File: config.mk
export PLATFORM = sky130hd
export DESIGN_NAME = probe_serial_monitor
export DESIGN_NICKNAME = d
export VERILOG_FILES = /design/src/rtl/pm_pkg.sv /design/src/rtl/pm_probe_bank.sv /design/src/rtl/pm_frame_ctrl.sv /design/src/rtl/pm_shift_out.sv /design/src/rtl/probe_serial_monitor.sv
export SDC_FILE = /design/constraint.sdc
export NUM_CORES = 1
export LEC_CHECK = 0
export CORE_UTILIZATION = 23
export CTS_BUF_LIST = sky130_fd_sc_hd__clkbuf_4 sky130_fd_sc_hd__clkbuf_8 sky130_fd_sc_hd__clkbuf_16
export DETAILED_ROUTE_END_ITERATION = 10
export GPL_TIMING_DRIVEN = 0
export MAX_ROUTING_LAYER = met4
export PLACE_DENSITY_LB_ADDON = 0.1
export SLEW_MARGIN = 25
export SYNTH_ARGS = -nofsm -noshare
export SYNTH_HDL_FRONTEND = slang
export SYNTH_SLANG_ARGS = --single-unit
File: constraint.sdc
create_clock -name clk -period 1.5 [get_ports clk]
set_input_delay 0.15 -clock clk [delete_from_list [all_inputs] [get_ports clk]]
set_output_delay 0.15 -clock clk [all_outputs]
set_load 0.1 [all_outputs]
File: src/rtl/pm_pkg.sv
package pm_pkg;
  localparam int PM_PROBE_W    = 10;
  localparam int PM_NUM_PROBES = 4;

  typedef struct packed {
    logic load;    // capture probes, emit marker bit
    logic adv;     // advance one bit
    logic finish;  // this advance ends the frame
  } pm_step_t;
endpackage

File: src/rtl/pm_probe_bank.sv
module pm_probe_bank #(
  parameter int PROBE_W    = 10,
  parameter int NUM_PROBES = 4,
  localparam int SEL_W     = (NUM_PROBES > 1) ? $clog2(NUM_PROBES) : 1,
  localparam int FLAT_W    = PROBE_W * NUM_PROBES
) (
  input  logic               clk,
  input  logic               rst,
  input  logic               wr_en,
  input  logic [SEL_W-1:0]   wr_sel,
  input  logic [PROBE_W-1:0] wr_data,
  output logic [FLAT_W-1:0]  probes_flat
);
  logic [PROBE_W-1:0] regs [NUM_PROBES];

  for (genvar i = 0; i < NUM_PROBES; i++) begin : g_reg
    always_ff @(posedge clk) begin
      if (rst) regs[i] <= '0;
      else if (wr_en && (wr_sel == SEL_W'(i))) regs[i] <= wr_data;
    end
    // probe 0 occupies the most significant slice so it leaves first
    assign probes_flat[FLAT_W-1-i*PROBE_W -: PROBE_W] = regs[i];

    a_r1_write_lands: assert property (@(posedge clk) disable iff (rst)
      (wr_en && wr_sel == SEL_W'(i)) |=> (regs[i] == $past(wr_data)));
  end
endmodule

File: src/rtl/pm_frame_ctrl.sv
module pm_frame_ctrl
  import pm_pkg::*;
#(
  parameter int FRAME_BITS = 40,
  localparam int CNT_W     = $clog2(FRAME_BITS + 1)
) (
  input  logic     clk,
  input  logic     rst,
  input  logic     enable,
  input  logic     trigger,
  input  logic     bit_tick,
  output pm_step_t step,
  output logic     busy
);
  logic [CNT_W-1:0] cnt;

  always_comb begin
    step.load   = enable && trigger && !busy;
    step.adv    = enable && busy && bit_tick;
    step.finish = step.adv && (cnt == CNT_W'(FRAME_BITS));
  end

  always_ff @(posedge clk) begin
    if (rst || !enable) begin
      busy <= 1'b0;
      cnt  <= '0;
    end else if (step.load) begin
      busy <= 1'b1;
      cnt  <= '0;
    end else if (step.finish) begin
      busy <= 1'b0;
      cnt  <= '0;
    end else if (step.adv) begin
      cnt  <= cnt + 1'b1;
    end
  end

  a_r8_abort_clears_busy: assert property (@(posedge clk) disable iff (rst)
    !enable |=> !busy);
  a_r6_busy_held: assert property (@(posedge clk) disable iff (rst)
    (busy && enable && !bit_tick) |=> busy);
  a_r4_frame_ends: assert property (@(posedge clk) disable iff (rst)
    step.finish |=> (!busy && cnt == '0));
  a_r3_count_bounded: assert property (@(posedge clk) disable iff (rst)
    busy |-> (cnt <= CNT_W'(FRAME_BITS)));
endmodule

File: src/rtl/pm_shift_out.sv
module pm_shift_out
  import pm_pkg::*;
#(
  parameter int FRAME_BITS = 40
) (
  input  logic                  clk,
  input  logic                  rst,
  input  logic                  enable,
  input  pm_step_t              step,
  input  logic [FRAME_BITS-1:0] probes_flat,
  output logic                  pin_out
);
  logic [FRAME_BITS-1:0] shadow;

  always_ff @(posedge clk) begin
    if (rst) begin
      shadow  <= '0;
      pin_out <= 1'b0;
    end else if (!enable) begin
      pin_out <= 1'b0;
    end else if (step.load) begin
      shadow  <= probes_flat;
      pin_out <= 1'b1;
    end else if (step.finish) begin
      pin_out <= 1'b0;
    end else if (step.adv) begin
      pin_out <= shadow[FRAME_BITS-1];
      shadow  <= {shadow[FRAME_BITS-2:0], 1'b0};
    end
  end

  a_r2_marker_bit: assert property (@(posedge clk) disable iff (rst)
    step.load |=> pin_out);
  a_r8_pin_low_off: assert property (@(posedge clk) disable iff (rst)
    !enable |=> !pin_out);
  a_r5_shadow_stable: assert property (@(posedge clk) disable iff (rst)
    (enable && !step.load && !step.adv) |=> $stable(shadow));
endmodule

File: src/rtl/probe_serial_monitor.sv
module probe_serial_monitor
  import pm_pkg::*;
#(
  parameter int PROBE_W    = PM_PROBE_W,
  parameter int NUM_PROBES = PM_NUM_PROBES,
  localparam int SEL_W     = (NUM_PROBES > 1) ? $clog2(NUM_PROBES) : 1,
  localparam int FRAME_BITS = PROBE_W * NUM_PROBES
) (
  input  logic               clk,
  input  logic               rst,
  input  logic               enable,
  input  logic               wr_en,
  input  logic [SEL_W-1:0]   wr_sel,
  input  logic [PROBE_W-1:0] wr_data,
  input  logic               trigger,
  input  logic               bit_tick,
  output logic               pin_out,
  output logic               busy
);
  logic [FRAME_BITS-1:0] probes_flat;
  pm_step_t              step;

  pm_probe_bank #(.PROBE_W(PROBE_W), .NUM_PROBES(NUM_PROBES)) u_bank (
    .clk(clk), .rst(rst), .wr_en(wr_en), .wr_sel(wr_sel),
    .wr_data(wr_data), .probes_flat(probes_flat)
  );

  pm_frame_ctrl #(.FRAME_BITS(FRAME_BITS)) u_ctrl (
    .clk(clk), .rst(rst), .enable(enable), .trigger(trigger),
    .bit_tick(bit_tick), .step(step), .busy(busy)
  );

  pm_shift_out #(.FRAME_BITS(FRAME_BITS)) u_shift (
    .clk(clk), .rst(rst), .enable(enable), .step(step),
    .probes_flat(probes_flat), .pin_out(pin_out)
  );

  a_r7_pin_inside_frame: assert property (@(posedge clk) disable iff (rst)
    pin_out |-> busy);
endmodule

## After elaboration in Yosys (flattened, before gate mapping)

Memory sizes are Yosys's and may differ from the RTL's.
Index checks and enable logic that the tools add are counted.
W data, S select, Z words.

- Equal/unequal tests: 5
- Bitwise gates (word level): 5
- Muxes and demuxes: 26
- Reduce and logical (&&, ||, !) cells: 19
- Add/subtract/negate cells: 1

Operators with widths:

| cell | count |
|---|---|
| $mux W40 | 3 |
| $mux W10 | 4 |
| $mux W1 | 19 |
| $logic_and A1 B1 Y1 | 9 |
| $add A6 B1 Y6 const B | 1 |
| $eq A6 B6 Y1 const B | 1 |
| $eq A2 B2 Y1 const B | 2 |
| $or A1 B1 Y1 | 4 |
| $reduce_bool A2 Y1 | 2 |
| $reduce_and A3 Y1 | 1 |
| $reduce_bool A3 Y1 | 1 |
| $reduce_or A3 Y1 | 1 |
| $eq A2 B1 Y1 const B | 1 |
| $logic_not A1 Y1 | 2 |
| $logic_not A2 Y1 | 1 |
| $ne A2 B1 Y1 const B | 1 |
| $reduce_or A2 Y1 | 1 |
| $logic_or A1 B1 Y1 | 1 |
| $not A1 Y1 | 1 |

- Input port bits: 18
- Word-level logic and storage cells: 61
- RAM bits: 40
- Output and inout bits: 2
- Register bits after elaboration: 48
- Memories: 1

Memories:

| memory | depth | bits a word | rd ports | clocked after Yosys merged registers in | write ports | RTL line | RTL |
|---|---|---|---|---|---|---|---|
| u_bank.regs | 4 | 10 | 4 | 0 | 4 | pm_probe_bank.sv:14 | `logic [PROBE_W-1:0] regs [NUM_PROBES];` |

## Depth between registers and ports, before layout

- Depth after elaboration: 6
- Mapped depth: 8
- Depth with buffers taken out: 6

## Hierarchy

Synthesis repeated with hierarchy kept, for this count alone.

- Cell total of the unflattened synthesis: 375
- Area, all modules: 4206.5 µm²

Modules (own cells, without submodules):

| module | sequential area each (µm²) | cells an instance | instances | area an instance (µm²) |
|---|---|---|---|---|
| pm_shift_out | 820.8 | 225 | 1 | 2313.5 |
| pm_probe_bank | 1201.2 | 105 | 1 | 1520.2 |
| pm_frame_ctrl | 140.1 | 45 | 1 | 372.9 |

## Worst setup path after synthesis

No wires, ideal clock.

- Path type: register -> register
- From: register u_ctrl.busy
- To: register u_shift.shadow[19]
- Setup time: 0.089 ns
- Arrival time: 2.064 ns
- Buffers on the path: 4
- Period minus slack after synthesis: 2.153 ns
- Cell stages (with the launch flop): 8
- Slack: -0.653 ns
- Data required time: 1.411 ns
- Cell sequence: dfxtp_1 nor2b_1 buf_2 o221a_1 buf_2 buf_6 buf_6 a311oi_2

- Longest elaborated chain between the ends: 5
- Elaborated cells on any way between the ends: 9
- Those cells by class: eq/ne (1); mux (1); reduce/logical (7)

Ends and longest elaborated chain:

| element | RTL line | RTL |
|---|---|---|
| from (decl) | pm_frame_ctrl.sv:13 | `output logic busy` |
| from (signal assigned) | pm_frame_ctrl.sv:25 | `busy <= 1'b0;` |
| from (signal assigned) | pm_frame_ctrl.sv:28 | `busy <= 1'b1;` |
| from (signal assigned) | pm_frame_ctrl.sv:31 | `busy <= 1'b0;` |
| $logic_and A1 B1 Y1 (2 in a row) | pm_frame_ctrl.sv:19 | `step.adv = enable && busy && bit_tick;` |
| $logic_and A1 B1 Y1 | pm_frame_ctrl.sv:20 | `step.finish = step.adv && (cnt == CNT_W'(FRAME_BITS));` |
| $ne A2 B1 Y1 (no source line) | -- |  |
| $reduce_and A3 Y1 (no source line) | -- |  |
| to (signal assigned) | pm_shift_out.sv:22 | `shadow <= probes_flat;` |
| to (signal assigned) | pm_shift_out.sv:28 | `shadow <= {shadow[FRAME_BITS-2:0], 1'b0};` |
| to (decl) | pm_shift_out.sv:13 | `logic [FRAME_BITS-1:0] shadow;` |

Several ways; a longest one is shown, not always the timed one.
A chain may end at the register's enable or synchronous reset.

## Worst setup path after layout

- From: register u_ctrl.busy
- To: register u_shift.shadow[4]

The elaborated chain is that of the path after synthesis.

==> metrics.cfg <==
[detailed_routing]
wl_per_cell_um=16.8
via_per_inst=4.54
drc_errors=0
drt_iter0_drc=125
routed_wl_mm=10.7
drtPass1Iterations=4
num_vias=2891
ant_nets=0

[yosys]
netlist_area_mm2=0.00386
yosysTopAreaCell=edfxtp_1
netlist_instances=372
netlist_top_cells_area=edfxtp_1, dfxtp_1, a311oi_2
synth-warning-count=0
yosysUniqueCellTypes=31
syn_nets=392
yosys.area.top_type_share_pct=31.1
seq_area_frac_synth_pct=56.0
syn_area_per_cell_um2=10.4
ys_seq_elements=88

[global_routing]
grt_antenna_before_repair=0
grt_max_degree=14
grt_pass1_wl_mm=16.8
grt_pass1_vias=2847
grt_usage_pct=13.5
grt_overflow=0

[clock_tree]
cts-root-buf=clkbuf_16
cts-htree-levels=3
cts.sinks=88
clk_pin_slew_ps=60
cts.path.max_buffers=2
clkLatencyLatePin_ps=340
cts_tree=built
postCtsHoldBufs=0
cts_buffers=9

[worst_setup_path]
regToRegEndpoint=u_shift.shadow[4]
crit_cells=8
r2r_setup_slack_ps=-60
cp_slowest_cell=dfxtp_4
cp-endpoint=u_shift.shadow[4]
crit_path_frequent_cell=buf_6
r2r_cells=8
max_stage_delay_ps=350
critPathLaunchType=flip-flop
worstPathArrival_ps=1810
cp.buffers_inverters=4
cp.required_ps=1750
path_delay_family=buffers and inverters
crit_chain=nor2b_1 -> buf_4 -> o221a_1 -> buf_6 -> buf_6 -> buf_8 -> nor2_2 -> a311oi_2
criticalPathCategory=flip-flop to flip-flop
cp-end-kind=flip-flop
crit_fanout=7
crit_start=u_ctrl.busy
r2r-start=u_ctrl.busy

[place]
place.gp.congestion=0.679
placedInstanceArea_mm2=0.00435
port_buffers=18
dp_hpwl_mm=7.10
dpl.cell_count=606

[power]
p_int_uw=4170
comb_power_share_pct=13.3
p_sw_share_pct=25.4
p_sw_uw=1420
power_density_mw_per_mm2=1090
seqPwrFrac_pct=49.2
peakVddDrop_uv=535
pwr-share-clk_pct=37.6
p_leak_uw=0.00172

[timing]
period_share_pct=104
setup_viol=38
rsz0062_at_grt=yes
slew_violations=0
finalSetupTns_ps=-853
finalHoldViolations=0
timing.fmax_mhz=641
worst_pin_slew_ps=716
finalClockSkew_ps=6.81
period_needed_ps=1560
fin_ws_ps=-59.5
slew_headroom_pct=52.3

[outcome]
violations=setup timing
outcome=finished with violations

[final_layout]
diodes=0
layout_commonest_cell=nand2_1
layout_common_cells=nand2_1, nand3_1, and2_1, dfxtp_1, edfxtp_1
design_area_mm2=0.00514
area_growth_pct=33.2
fin_util_pct=31.9
nNetsFinal=436
layout.cells.non_filler=637
layout-drive-gt1-share_pct=28.7

[die]
initial_core_util_pct=23.9
dieHeight_um=132
core_area_mm2=0.0161
die_w_um=132
die_area_mm2=0.0173
rows=46
pin_count=20

[job]
cap_viol_max_count=0

[min_path]
min_path_type=input pin to flip-flop

## per-stage QoR
| stage | setup slack (ps) | total power, µW | hold WS, ps |
|---|---|---|---|
| after floorplan | -162 | 3140 | 312 |
| after global placement | -984 | 3350 | 467 |
| after detailed placement | -975 | 3350 | 474 |
| after CTS | -86.9 | 5650 | 211 |
| after global routing | -154 | 5840 | 229 |
| final | -59.5 | 5590 | 224 |
## cell type report
class | instances | area [µm²]
Clock buffer | 12 | 248
Timing Repair Buffer | 34 | 412
Buffer | 28 | 256
Multi-Input combinational cell | 252 | 1750
Inverter | 3 | 11.3
Fill cell | 1721 | 11000
Tap cell | 216 | 270
Clock inverter | 4 | 21.3
Sequential cell | 88 | 2170
## worst min-delay path by stage
stage	depth (start not counted)	start	endpoint	slack (ps)
6_report	3	enable	u_ctrl.busy	220
5_1_grt	3	enable	u_ctrl.busy	230
4_1_cts	3	enable	u_ctrl.busy	210
3_5_place_dp	2	u_shift.shadow[2]	u_shift.shadow[3]	470
3_3_place_gp	2	u_shift.shadow[34]	u_shift.shadow[35]	470
2_1_floorplan	2	trigger	u_ctrl.busy	310
## worst register-to-register path, delay by kind of cell, from the launching register on
kind / cells / cell delay [ps]
buf+inv: 4 / 560
flops: 1 / 350
simple gates: 2 / 150
compound gates: 2 / 420
## repair_timing
item,CTS,global route
pin swaps,22,12
cloned,4,1
setup buffers,12,0
setup endpoints to repair,102,116
resized for setup,84,27
## cell families after synthesis
logic type      Yosys count  share of synthesized area (%)
simple gates            193                           24.0
fa+ha+maj                 2                          0.648
buf+inv                  33                           4.05
compound gates           55                           15.0
xor+xnor                  1                          0.227
flops                    88                           56.0
## layer usage
metal | GRT usage [%] | up-vias | wire (µm)
met1 | 18.4 | 1399 | 5380
met5 | - | - | 0
met4 | 4.65 | 0 | 167
met2 | 19.6 | 48 | 4790
li1 | - | 1432 | -
met3 | 3.05 | 12 | 370
## power by group through the flow
stage                     clock, µW  sequential [µW]  combinational (µW)
final                          2100             2750                 743
after detailed placement          0             2790                 568
after global routing           2270             2760                 807
after floorplan                   0             2780                 362
after CTS                      2190             2740                 727
after global placement            0             2790                 564
## synth_stat cells, drive strengths merged
| cell | n |
|---|---|
| and2 | 42 |
| nor3b | 1 |
| a21oi | 5 |
| o21bai | 4 |
| nand3 | 44 |
| a31oi | 1 |
| or2 | 1 |
| nand2b | 3 |
| or3 | 1 |
| o211ai | 2 |
| nand4 | 1 |
| nor3 | 2 |
| inv | 3 |
| nand4bb | 1 |
| a311oi | 40 |
| and3 | 2 |
| dfxtp | 48 |
| nor2 | 43 |
| o221a | 1 |
| nor4bb | 1 |
| ha | 2 |
| buf | 11 |
| edfxtp | 40 |
| nor2b | 1 |
| clkbuf | 19 |
| nand2 | 50 |
| a41oi | 1 |
| xor2 | 1 |
| a211oi | 1 |
## flip-flops by register name, indices dropped and copies added (netlist names)
signal / count
u_bank.regs: 40
u_shift.shadow: 40
u_ctrl.cnt: 6
u_ctrl.busy: 1
u_shift.pin_out: 1
No activity file was read; power rests on OpenSTA's default activity.
